<file path="config.mk">
export PLATFORM = sky130hd
export DESIGN_NAME = prio_irq_hub
export DESIGN_NICKNAME = d
export VERILOG_FILES = /design/src/rtl/prio_irq_hub_pkg.sv /design/src/rtl/prio_irq_hub_regs.sv /design/src/rtl/prio_irq_hub_arb.sv /design/src/rtl/prio_irq_hub_state.sv /design/src/rtl/prio_irq_hub.sv
export SDC_FILE = /design/constraint.sdc
export NUM_CORES = 1
export LEC_CHECK = 0
export BUFFER_PORTS_ARGS = -buffer_cell sky130_fd_sc_hd__buf_2
export CAP_MARGIN = 5
export CORE_UTILIZATION = 57
export DETAILED_ROUTE_END_ITERATION = 6
export PLACE_DENSITY = 0.82
export SKIP_CTS_REPAIR_TIMING = 1
export SYNTH_ARGS = -nofsm -noshare
export SYNTH_HDL_FRONTEND = slang
export SYNTH_SLANG_ARGS = --single-unit
</file>
<file path="constraint.sdc">
create_clock -name clk -period 27.4 [get_ports clk]
set_input_delay 1.37 -clock clk [delete_from_list [all_inputs] [get_ports clk]]
set_output_delay 1.37 -clock clk [all_outputs]
set_load 0.02 [all_outputs]
</file>
<file path="src/rtl/prio_irq_hub_pkg.sv">
package prio_irq_hub_pkg;
  localparam int ID_W        = 10;
  localparam int SPURIOUS_ID = 1023;
  localparam int REG_CTRL    = 0;
  localparam int REG_MASK    = 1;
  localparam int REG_ACK     = 2;
  localparam int REG_EOI     = 3;
  localparam int REG_SRCEN   = 4;
  localparam int REG_PRIO0   = 32;
endpackage

</file>
<file path="src/rtl/prio_irq_hub_regs.sv">
module prio_irq_hub_regs
  import prio_irq_hub_pkg::*;
#(
  parameter int NUM_SRC = 8,
  parameter int PRIO_W  = 8,
  parameter int ADDR_W  = 7,
  parameter int DATA_W  = 32
) (
  input  logic                      clk,
  input  logic                      rst_n,
  input  logic [ADDR_W-1:0]         addr,
  input  logic                      wr_en,
  input  logic [DATA_W-1:0]         wr_data,
  output logic                      cpu_en,
  output logic [PRIO_W-1:0]         pmask,
  output logic [NUM_SRC-1:0]        src_en,
  output logic [NUM_SRC*PRIO_W-1:0] prio_flat,
  output logic [DATA_W-1:0]         cfg_rdata
);
  always_ff @(posedge clk) begin
    if (!rst_n) begin
      cpu_en <= 1'b0;
      pmask  <= '0;
      src_en <= '0;
    end else if (wr_en) begin
      if (addr == ADDR_W'(REG_CTRL))  cpu_en <= wr_data[0];
      if (addr == ADDR_W'(REG_MASK))  pmask  <= wr_data[PRIO_W-1:0];
      if (addr == ADDR_W'(REG_SRCEN)) src_en <= wr_data[NUM_SRC-1:0];
    end
  end

  for (genvar i = 0; i < NUM_SRC; i++) begin : g_prio
    always_ff @(posedge clk) begin
      if (!rst_n) prio_flat[i*PRIO_W +: PRIO_W] <= '0;
      else if (wr_en && addr == ADDR_W'(REG_PRIO0 + i))
        prio_flat[i*PRIO_W +: PRIO_W] <= wr_data[PRIO_W-1:0];
    end
  end

  always_comb begin
    cfg_rdata = '0;
    if (addr == ADDR_W'(REG_CTRL))  cfg_rdata[0] = cpu_en;
    if (addr == ADDR_W'(REG_MASK))  cfg_rdata[PRIO_W-1:0] = pmask;
    if (addr == ADDR_W'(REG_SRCEN)) cfg_rdata[NUM_SRC-1:0] = src_en;
    for (int i = 0; i < NUM_SRC; i++)
      if (addr == ADDR_W'(REG_PRIO0 + i)) cfg_rdata[PRIO_W-1:0] = prio_flat[i*PRIO_W +: PRIO_W];
  end
endmodule

</file>
<file path="src/rtl/prio_irq_hub_arb.sv">
module prio_irq_hub_arb
  import prio_irq_hub_pkg::*;
#(
  parameter int NUM_SRC = 8,
  parameter int PRIO_W  = 8
) (
  input  logic [NUM_SRC-1:0]        req,
  input  logic [NUM_SRC-1:0]        src_en,
  input  logic [NUM_SRC-1:0]        active,
  input  logic [NUM_SRC*PRIO_W-1:0] prio_flat,
  input  logic [PRIO_W-1:0]         pmask,
  output logic                      win_valid,
  output logic [ID_W-1:0]           win_id
);
  logic              run_any;
  logic [PRIO_W-1:0] run_min;
  logic [NUM_SRC-1:0] cand;
  logic [PRIO_W-1:0] best;

  // running priority: most urgent among active sources
  always_comb begin
    run_any = 1'b0;
    run_min = '1;
    for (int i = 0; i < NUM_SRC; i++) begin
      if (active[i] && (!run_any || prio_flat[i*PRIO_W +: PRIO_W] < run_min)) begin
        run_min = prio_flat[i*PRIO_W +: PRIO_W];
        run_any = 1'b1;
      end
    end
  end

  for (genvar i = 0; i < NUM_SRC; i++) begin : g_cand
    assign cand[i] = req[i] && src_en[i] && !active[i]
                  && (prio_flat[i*PRIO_W +: PRIO_W] < pmask)
                  && (!run_any || prio_flat[i*PRIO_W +: PRIO_W] < run_min);
  end

  // strict compare keeps the lowest ID on ties
  always_comb begin
    win_valid = 1'b0;
    win_id    = ID_W'(SPURIOUS_ID);
    best      = '1;
    for (int i = 0; i < NUM_SRC; i++) begin
      if (cand[i] && (!win_valid || prio_flat[i*PRIO_W +: PRIO_W] < best)) begin
        best      = prio_flat[i*PRIO_W +: PRIO_W];
        win_id    = ID_W'(i);
        win_valid = 1'b1;
      end
    end
  end
endmodule

</file>
<file path="src/rtl/prio_irq_hub_state.sv">
module prio_irq_hub_state
  import prio_irq_hub_pkg::*;
#(
  parameter int NUM_SRC = 8
) (
  input  logic               clk,
  input  logic               rst_n,
  input  logic               ack_take,
  input  logic [ID_W-1:0]    win_id,
  input  logic               eoi_wr,
  input  logic [ID_W-1:0]    eoi_id,
  output logic [NUM_SRC-1:0] active
);
  for (genvar i = 0; i < NUM_SRC; i++) begin : g_act
    always_ff @(posedge clk) begin
      if (!rst_n) active[i] <= 1'b0;
      else if (ack_take && win_id == ID_W'(i)) active[i] <= 1'b1;
      else if (eoi_wr && eoi_id == ID_W'(i)) active[i] <= 1'b0;
    end


    act_from_ack_chk: assert property (@(posedge clk) disable iff (!rst_n)
      $rose(active[i]) |-> ($past(ack_take) && $past(win_id) == ID_W'(i)));


    eoi_clears_chk: assert property (@(posedge clk) disable iff (!rst_n)
      (eoi_wr && eoi_id == ID_W'(i) && !(ack_take && win_id == ID_W'(i))) |=> !active[i]);
  end


  one_new_active_chk: assert property (@(posedge clk) disable iff (!rst_n)
    $onehot0(active & ~$past(active)));
endmodule

</file>
<file path="src/rtl/prio_irq_hub.sv">
module prio_irq_hub
  import prio_irq_hub_pkg::*;
#(
  parameter int NUM_SRC = 8,
  parameter int PRIO_W  = 8,
  parameter int ADDR_W  = 7,
  parameter int DATA_W  = 32
) (
  input  logic               clk,
  input  logic               rst_n,
  input  logic [NUM_SRC-1:0] irq_req,
  input  logic [ADDR_W-1:0]  bus_addr,
  input  logic               bus_wr,
  input  logic [DATA_W-1:0]  bus_wdata,
  input  logic               bus_rd,
  output logic [DATA_W-1:0]  bus_rdata,
  output logic               irq_o
);
  logic                      cpu_en;
  logic [PRIO_W-1:0]         pmask;
  logic [NUM_SRC-1:0]        src_en;
  logic [NUM_SRC*PRIO_W-1:0] prio_flat;
  logic [DATA_W-1:0]         cfg_rdata;
  logic [NUM_SRC-1:0]        active;
  logic                      win_valid;
  logic [ID_W-1:0]           win_id;
  logic                      ack_rd, ack_take, eoi_wr;

  assign ack_rd   = bus_rd && bus_addr == ADDR_W'(REG_ACK);
  assign ack_take = ack_rd && cpu_en && win_valid;
  assign eoi_wr   = bus_wr && bus_addr == ADDR_W'(REG_EOI);

  prio_irq_hub_regs #(.NUM_SRC(NUM_SRC), .PRIO_W(PRIO_W), .ADDR_W(ADDR_W), .DATA_W(DATA_W)) u_regs (
    .clk(clk), .rst_n(rst_n), .addr(bus_addr), .wr_en(bus_wr), .wr_data(bus_wdata),
    .cpu_en(cpu_en), .pmask(pmask), .src_en(src_en), .prio_flat(prio_flat), .cfg_rdata(cfg_rdata));

  prio_irq_hub_arb #(.NUM_SRC(NUM_SRC), .PRIO_W(PRIO_W)) u_arb (
    .req(irq_req), .src_en(src_en), .active(active), .prio_flat(prio_flat), .pmask(pmask),
    .win_valid(win_valid), .win_id(win_id));

  prio_irq_hub_state #(.NUM_SRC(NUM_SRC)) u_state (
    .clk(clk), .rst_n(rst_n), .ack_take(ack_take), .win_id(win_id),
    .eoi_wr(eoi_wr), .eoi_id(bus_wdata[ID_W-1:0]), .active(active));

  always_ff @(posedge clk) begin
    if (!rst_n) begin
      bus_rdata <= '0;
      irq_o     <= 1'b0;
    end else begin
      irq_o <= cpu_en && win_valid;
      if (bus_rd) begin
        if (ack_rd) bus_rdata <= DATA_W'(ack_take ? win_id : ID_W'(SPURIOUS_ID));
        else        bus_rdata <= cfg_rdata;
      end
    end
  end


  irq_needs_enable_chk: assert property (@(posedge clk) disable iff (!rst_n)
    irq_o |-> $past(cpu_en));


  spurious_ack_chk: assert property (@(posedge clk) disable iff (!rst_n)
    (ack_rd && !win_valid) |=> bus_rdata[ID_W-1:0] == ID_W'(SPURIOUS_ID));


  winner_in_range_chk: assert property (@(posedge clk) disable iff (!rst_n)
    win_valid |-> (win_id < ID_W'(NUM_SRC)));
endmodule

</file>
==> qor.yml, run 1 <==
result_of_the_run: "complete, no violations"
post-route-period-util: 0.986
design.core.area_um2: 21800
report.final.setup_viol: 0
proportion_of_synthesized_area_in_mux_cells: 0.0972
globalRouteOverflowTotal: 0
synth_top_family_by_area: "compound AO/OA/AOI/OAI gates"
timing_worst_slew_pin_value_ns: 0.998
crit_slowest_cell: "sky130_fd_sc_hd__dfxtp_1"
crit_start: "u_regs.prio_flat[9]"
start_util: 0.579
port_buffers: 39
globalplace.congestion: 0.989
routed_via_density: 6.76
filler_cell_count: 1531
fmax_mhz: 37.0
vias: 14700
cellInternalPower_mw: 0.215
crit_end: "bus_rdata[2]"
final.setup_skew_ns: 0.0115
power.share.clock: 0.425
clk-insertion-delay-late_ns: 0.36
synth_fa_ha_area_frac: 0.175
cts.reportedPaths.clkPinSlew_ns: 0.07
tritoncts: "done"
synth_simple_gate_area_share: 0.219
clock_path_buffers: 2
power.leakage_nw: 7.55
synth-edff-count: 0
route.detailed.drc: 0
net-switching-power_mw: 0.0788
post_synth_xor_area_fraction: 0.00278
syn_inst_count: 1660
route.antenna.remaining_nets: 0
power.share.sequential: 0.496
reg2reg_from: "u_regs.prio_flat[9]"
place.detailed.hpwl_mm: 35.6
timing.slew.headroom: 0.329
power.density_nw_per_um2: 18.3
ff2ff_setup_slack_ns: 0.39
final_nets: 2114
worst_r2r_endpoint: "bus_rdata[2]"
finish.utilization: 0.739
path_max_fanout: 11
synth.lib_cells_used.distinct: 101
drt_pre_antenna_iters: 6
global_route.usage.total: 0.407
data_required_time_of_the_worst_path_ns: 27.66
crit_arrival_ns: 27.27
io_pins: 84
die_area_um2: 22700
cts.sinks: 99
yosys_register_bits: 99
number_of_hold_violations_in_the_final_report: 0
grt_first_pass_wirelength_mm: 70.4
die_h_um: 151
synth_area_per_cell_um2: 7.59
totalWireLength_mm: 49.6
clockRootBuffer: "sky130_fd_sc_hd__clkbuf_16"
synth_top_flop_cell: "sky130_fd_sc_hd__dfxtp_1"
ir_worst_vdd_uv: 64.6
power_switching_share: 0.268
layout-drive-gt1-share: 0.288
rows: 54
areaGrowthSynthToFinish_pct: 27.6
crit_buf_inv: 23
die_w_um: 151
iteration_0_drc_count_of_the_detailed_router: 1525
post_synth_instance_area_um2: 12600
crit_cells: 155
numCtsBuffers: 9
max_cap_violations: 0
critical_path.startpoint_type: "register"
endpoint_kind: "register"
synthesized_area_fraction_occupied_by_ao_oa_aoi_and_oai_cells: 0.279
yosysSeqAreaShare: 0.157
async_flop_share: 0
yosys_warnings: 0
antenna_found_initial: 2
maxSlewViolCount: 0
grt_pass1_vias: 13200
finalWorstPathRequiredPeriod_ns: 27.01
power.share.combinational: 0.079
critical_path.most_common_cell: "sky130_fd_sc_hd__a21o_1"
totalNegativeSetupSlack_ns: 0
max_stage_delay_ns: 0.43
r2r.worst_path.cells: 155
critical-path-top-delay-family: "compound AO/OA/AOI/OAI gates"
worst-setup-path-type: "register to register"
post_drt_wl_per_cell_um: 22.8
cts.htree.levels: 3
maximum_number_of_pins_on_one_net_before_global_route_repair: 102
min_path_type: "register to register"
==> power groups by stage <==
stage	combinational [mW]	sequential (mW)	clock [mW]
6_report	0.0234	0.146	0.125
5_1_grt	0.0246	0.146	0.130
4_1_cts	0.0222	0.145	0.124
3_5_place_dp	0.0220	0.149	0
3_3_place_gp	0.0215	0.149	0
2_1_floorplan	0.0171	0.149	0
==> tightest hold or removal path, cell delays in order (launching register included) <==
cell                       delay (ns)
sky130_fd_sc_hd__dfxtp_1         0.34
sky130_fd_sc_hd__nand2_1         0.06
sky130_fd_sc_hd__a21boi_0        0.07
==> worst min path at each step <==
stage               slack [ns]             start  cells past startpoint               end
finish                    0.52  u_regs.src_en[6]                      2  u_regs.src_en[6]
global route              0.54  u_regs.src_en[5]                      2  u_regs.src_en[5]
CTS                       0.51  u_regs.src_en[6]                      2  u_regs.src_en[6]
detailed placement        0.51  u_regs.src_en[1]                      2  u_regs.src_en[1]
global placement          0.49  u_regs.src_en[1]                      2  u_regs.src_en[1]
floorplan                 0.45  u_regs.src_en[4]                      2  u_regs.src_en[4]
==> final cells by class <==
class / instances / area, µm² / share of cell area
antenna: 1 / 2.50 / 0.000156
clock inverter: 6 / 58.8 / 0.00366
sequential: 99 / 1980 / 0.123
clock buffer: 10 / 229 / 0.0142
tap: 280 / 350 / 0.0218
multi-input combinational: 1382 / 10800 / 0.673
timing repair buffer: 307 / 2280 / 0.142
inverter: 94 / 355 / 0.0221
==> flip-flops by register name, indices dropped and copies added (netlist names) <==
| register | flops |
|---|---|
| u_regs.prio_flat | 64 |
| bus_rdata | 9 |
| u_regs.pmask | 8 |
| u_regs.src_en | 8 |
| u_state.active | 8 |
| irq_o | 1 |
| u_regs.cpu_en | 1 |
==> per-stage QoR <==
| step | cell area, µm² | hold WS [ns] | instances | worst slack [ns] | power, mW |
|---|---|---|---|---|---|
| 2_1_floorplan | 12700 | 0.451 | 1681 | 0.0313 | 0.166 |
| 3_3_place_gp | 14400 | 0.492 | 2110 | -0.392 | 0.170 |
| 3_5_place_dp | 14400 | 0.506 | 2110 | -1.11 | 0.171 |
| 4_1_cts | 14700 | 0.514 | 2126 | -1.19 | 0.292 |
| 5_1_grt | 16100 | 0.545 | 2178 | -0.646 | 0.300 |
| 6_report | 16100 | 0.523 | 2179 | 0.386 | 0.294 |
==> synthesized netlist by cell type (7+ instances only) <==
master | instances | share of area
sky130_fd_sc_hd__a211oi_1 | 12 | 0.0071
sky130_fd_sc_hd__a21boi_0 | 44 | 0.026
sky130_fd_sc_hd__a21o_1 | 44 | 0.026
sky130_fd_sc_hd__a21oi_1 | 115 | 0.046
sky130_fd_sc_hd__a22oi_1 | 10 | 0.0060
sky130_fd_sc_hd__a31oi_1 | 17 | 0.0084
sky130_fd_sc_hd__and2_1 | 11 | 0.0055
sky130_fd_sc_hd__and3_1 | 12 | 0.0060
sky130_fd_sc_hd__and4_1 | 7 | 0.0049
sky130_fd_sc_hd__buf_2 | 7 | 0.0028
sky130_fd_sc_hd__buf_4 | 25 | 0.015
sky130_fd_sc_hd__clkbuf_1 | 68 | 0.020
sky130_fd_sc_hd__dfxtp_1 | 99 | 0.16
sky130_fd_sc_hd__ha_1 | 170 | 0.17
sky130_fd_sc_hd__inv_1 | 92 | 0.027
sky130_fd_sc_hd__maj3_1 | 8 | 0.0064
sky130_fd_sc_hd__mux2_2 | 21 | 0.019
sky130_fd_sc_hd__mux2i_1 | 88 | 0.070
sky130_fd_sc_hd__nand2_1 | 167 | 0.050
sky130_fd_sc_hd__nand2b_1 | 37 | 0.018
sky130_fd_sc_hd__nand3_1 | 52 | 0.021
sky130_fd_sc_hd__nand4_1 | 17 | 0.0084
sky130_fd_sc_hd__nor2_1 | 101 | 0.030
sky130_fd_sc_hd__nor2b_1 | 74 | 0.037
sky130_fd_sc_hd__nor3_1 | 25 | 0.0099
sky130_fd_sc_hd__nor4_1 | 9 | 0.0045
sky130_fd_sc_hd__o2111ai_1 | 9 | 0.0063
sky130_fd_sc_hd__o211ai_1 | 25 | 0.015
sky130_fd_sc_hd__o21a_1 | 12 | 0.0071
sky130_fd_sc_hd__o21ai_0 | 108 | 0.043
sky130_fd_sc_hd__o31ai_1 | 12 | 0.0071
==> routing by layer <==
layer  GRT usage  vias up  wire length [µm]
met5           0        -                 0
li1            -     6537                 -
met2       0.643     1044             22000
met4       0.278        0              3630
met3      0.0791      313              5660
met1       0.497     6827             18300
==> placed cells by master (no fill, tap or decap), types with 10 or more instances in the layout <==
master,instances
sky130_fd_sc_hd__a21boi_0,43
sky130_fd_sc_hd__a21o_1,44
sky130_fd_sc_hd__a21oi_1,93
sky130_fd_sc_hd__a21oi_2,23
sky130_fd_sc_hd__a22oi_1,10
sky130_fd_sc_hd__a31oi_1,15
sky130_fd_sc_hd__buf_2,39
sky130_fd_sc_hd__buf_4,254
sky130_fd_sc_hd__buf_6,10
sky130_fd_sc_hd__conb_1,22
sky130_fd_sc_hd__dfxtp_1,98
sky130_fd_sc_hd__ha_1,145
sky130_fd_sc_hd__ha_4,20
sky130_fd_sc_hd__inv_1,86
sky130_fd_sc_hd__mux2_2,18
sky130_fd_sc_hd__mux2i_1,69
sky130_fd_sc_hd__mux2i_2,10
sky130_fd_sc_hd__mux2i_4,10
sky130_fd_sc_hd__nand2_1,156
sky130_fd_sc_hd__nand2_2,11
sky130_fd_sc_hd__nand2b_1,37
sky130_fd_sc_hd__nand3_1,51
sky130_fd_sc_hd__nand4_1,17
sky130_fd_sc_hd__nor2_1,81
sky130_fd_sc_hd__nor2_2,14
sky130_fd_sc_hd__nor2b_1,74
sky130_fd_sc_hd__nor3_1,20
sky130_fd_sc_hd__o211ai_1,25
sky130_fd_sc_hd__o21a_1,11
sky130_fd_sc_hd__o21ai_0,77
sky130_fd_sc_hd__o21ai_1,15
sky130_fd_sc_hd__o21ai_2,18
sky130_fd_sc_hd__o31ai_1,11
==> kinds of logic after synthesis <==
kind of cell | count (synthesis)
buffers and inverters | 200
other | 1
DFF | 99
and+or+nand+nor | 549
adders and majority gates | 178
xor gates and xnor gates | 4
AOI/OAI and AO/OA | 514
muxes | 115
(Power assumes the default switching activity.)
==> inputs of run 2 (changes only) <==
Settings changed: SETUP_SLACK_MARGIN set to 0.4.
==> run 2 against run 1 <==
Effect of this change: the run now ends with setup timing left; cell count fell by 0.64%; clock skew fell by 0.0027 ns; utilization fell by 0.11 points; via count rose by 1.0%; die area did not move; first-iteration DRC count rose by 23%; combinational power barely moved; critical path depth rose by 8; routed wire length rose by 1.1%; power barely moved; clock-buffer cell count did not move; non-clock buffer count fell by 13; largest power group unchanged.
==> qor.yml, run 2 (synthesis results as in run 1) <==
result_of_the_run: "complete, but fails checks"
failed_checks: "setup timing"
grt_first_pass_wirelength_mm: 70.3  # about the same
layout_common_cells: "sky130_fd_sc_hd__buf_4, sky130_fd_sc_hd__nand2_1, sky130_fd_sc_hd__ha_1, sky130_fd_sc_hd__dfxtp_1, sky130_fd_sc_hd__a21oi_1"
port_buffers: 39  # unchanged
clock_path_buffers: 2  # unchanged
power.share.clock: 0.425  # about the same
final_area_um2: 16100  # -0.15%
power.density_nw_per_um2: 18.3  # about the same
clockRootBuffer: "sky130_fd_sc_hd__clkbuf_16"
finalWorstPathRequiredPeriod_ns: 27.44  # +0.427 ns
grt_pass1_vias: 13400  # +1.2%
numCtsBuffers: 9  # unchanged
power.share.combinational: 0.079  # about the same
data_required_time_of_the_worst_path_ns: 27.65  # about the same
ir_worst_vdd_uv: 50.8  # -21%
sequential_cell_area_um2: 1990  # +0.19%
antenna_found_initial: 0  # -2
endpoint_kind: "register"
die_w_um: 151  # unchanged
net-switching-power_mw: 0.0761  # -3.4%
r2r.worst_path.cells: 163  # +5.2%
max_cap_violations: 0  # unchanged
route.antenna.remaining_nets: 0  # unchanged
power_switching_share: 0.259  # -0.00879
min_path_type: "register to register"
filler_cell_count: 1478  # -3.5%
ff2ff_setup_slack_ns: -0.04  # -0.43 ns
report.final.setup_viol: 2  # +2
power.leakage_nw: 7.43  # -1.6%
max_stage_delay_ns: 0.53  # +0.10 ns
die_h_um: 151  # unchanged
rsz0062_at_grt: "true"
io_pins: 84  # unchanged
mostFrequentLayoutCell: "sky130_fd_sc_hd__buf_4"
start_util: 0.579  # unchanged
layout-drive-gt1-share: 0.290  # +0.00198
tritoncts: "done"
rows: 54  # unchanged
global_route.usage.met2: 0.630  # -0.0131
whs_path_depth: 2  # unchanged
cts.htree.levels: 3  # unchanged
timing.slew.headroom: 0.313  # -0.0156
final_nets: 2101  # -0.61%
die_area_um2: 22700  # unchanged
setup_ws_ns: -0.0412  # -0.427 ns
reg2reg_from: "u_state.active[0]"
top_reg_by_flops: "u_regs.prio_flat"
clk-insertion-delay-late_ns: 0.35  # about the same
grt-busiest-layer: "met2"
fmax_mhz: 36.4  # -1.6%
final.setup_skew_ns: 0.00883  # -0.00265 ns
iteration_0_drc_count_of_the_detailed_router: 1882  # +23%
path_max_fanout: 8  # -3
largest_reg_flops: 64  # unchanged
top_regs: "u_regs.prio_flat: 64 flops, bus_rdata: 9 flops"
crit_start: "u_state.active[0]"
global_route.usage.total: 0.402  # -0.00438
maximum_number_of_pins_on_one_net_before_global_route_repair: 102  # unchanged
place.detailed.hpwl_mm: 35.1  # -1.4%
crit_end: "u_state.active[1]"
timing_worst_slew_pin_value_ns: 1.02  # +0.0232 ns
design.core.area_um2: 21800  # unchanged
drt_pre_antenna_iters: 7  # +1
route.detailed.drc: 0  # unchanged
maxSlewViolCount: 0  # unchanged
cellInternalPower_mw: 0.217  # +1.1%
routed_via_density: 6.87  # +1.7%
worst-setup-path-type: "register to register"
cts.reportedPaths.clkPinSlew_ns: 0.07  # about the same
areaGrowthSynthToFinish_pct: 27.4
totalWireLength_mm: 50.2  # +1.1%
crit_slowest_cell: "sky130_fd_sc_hd__o211ai_1"
grt.met1_usage: 0.504  # +0.00704
antenna-diode-count: 0  # -1
vias: 14900  # +1.0%
power.share.sequential: 0.496  # about the same
post_drt_wl_per_cell_um: 23.2  # +1.8%
number_of_hold_violations_in_the_final_report: 0  # unchanged
grt_util_met3: 0.0661  # -0.0130
worst_r2r_endpoint: "u_state.active[1]"
multiInputGateArea_um2: 10900  # +0.67%
cts.sinks: 99  # unchanged
globalplace.congestion: 1.02  # +3.6%
post-route-period-util: 1.00  # +0.0156
crit_arrival_ns: 27.69  # +0.42 ns
critical_path.startpoint_type: "register"
globalRouteOverflowTotal: 0  # unchanged
finish.utilization: 0.738  # -0.00109
placed_cell_area_um2: 14300  # -0.77%
critical_path.most_common_cell: "sky130_fd_sc_hd__a21o_1"
## run 2: cell types whose count changed in the layout (fill, tap and decap cells not counted), moves of 4 or more
| cell | previous run | this run |
|---|---|---|
| sky130_fd_sc_hd__buf_6 | 10 | 14 |
| sky130_fd_sc_hd__nor2_2 | 14 | 10 |
| sky130_fd_sc_hd__nor2_4 | 8 | 12 |
| sky130_fd_sc_hd__inv_2 | 7 | 14 |
| sky130_fd_sc_hd__buf_4 | 254 | 240 |
| sky130_fd_sc_hd__inv_1 | 86 | 78 |
| sky130_fd_sc_hd__o21ai_2 | 18 | 22 |
## run 2: cell type report
cell class | instances | share of cell area
clock buffer | 10 | 0.0149
clock inverter | 6 | 0.00335
timing repair buffer | 294 | 0.135
tap | 280 | 0.0218
sequential | 99 | 0.124
multi-input combinational | 1382 | 0.678
inverter | 94 | 0.0226
## run 2: how the worst min path moves through the flow
stage	startpoint	to	slack, ns
floorplan	u_regs.src_en[4]	u_regs.src_en[4]	0.45
global placement	u_regs.src_en[2]	u_regs.src_en[2]	0.49
detailed placement	bus_rdata[4]	bus_rdata[4]	0.50
CTS	u_regs.src_en[3]	u_regs.src_en[3]	0.53
global route	u_regs.src_en[1]	u_regs.src_en[1]	0.54
finish	bus_rdata[3]	bus_rdata[3]	0.53
## run 2: stage by stage
step	setup WS [ns]	instances	setup TNS [ns]	hold WS (ns)	total power, mW
after floorplan	0.428	1681	0	0.451	0.166
after global placement	-0.268	2094	-1.99	0.493	0.170
after detailed placement	-0.757	2094	-7.47	0.505	0.171
after CTS	-0.882	2110	-8.94	0.527	0.292
after global routing	-1.08	2165	-11.03	0.542	0.301
final	-0.0412	2165	-0.0487	0.528	0.294
## run 2: per-layer routing
| layer | up-vias | wire length, µm |
|---|---|---|
| met2 | 1163 | 22000 |
| li1 | 6516 | - |
| met4 | 0 | 4130 |
| met1 | 6815 | 18000 |
| met5 | - | 0 |
| met3 | 374 | 6110 |
## run 2: worst max-delay path: cells and delay by family, from the launching register on
family	cells	cell delay, ns
compound gates	69	11.31
simple gates	48	6.95
fa+ha+maj	15	3.76
buf+inv	23	3.02
mux	8	1.83
flops	1	0.37
## run 2: power groups by stage
stage	sequential (mW)	clock (mW)	combinational [mW]
finish	0.146	0.125	0.0233
global route	0.146	0.131	0.0246
CTS	0.146	0.124	0.0222
global placement	0.149	0	0.0215
detailed placement	0.149	0	0.0220
floorplan	0.149	0	0.0171
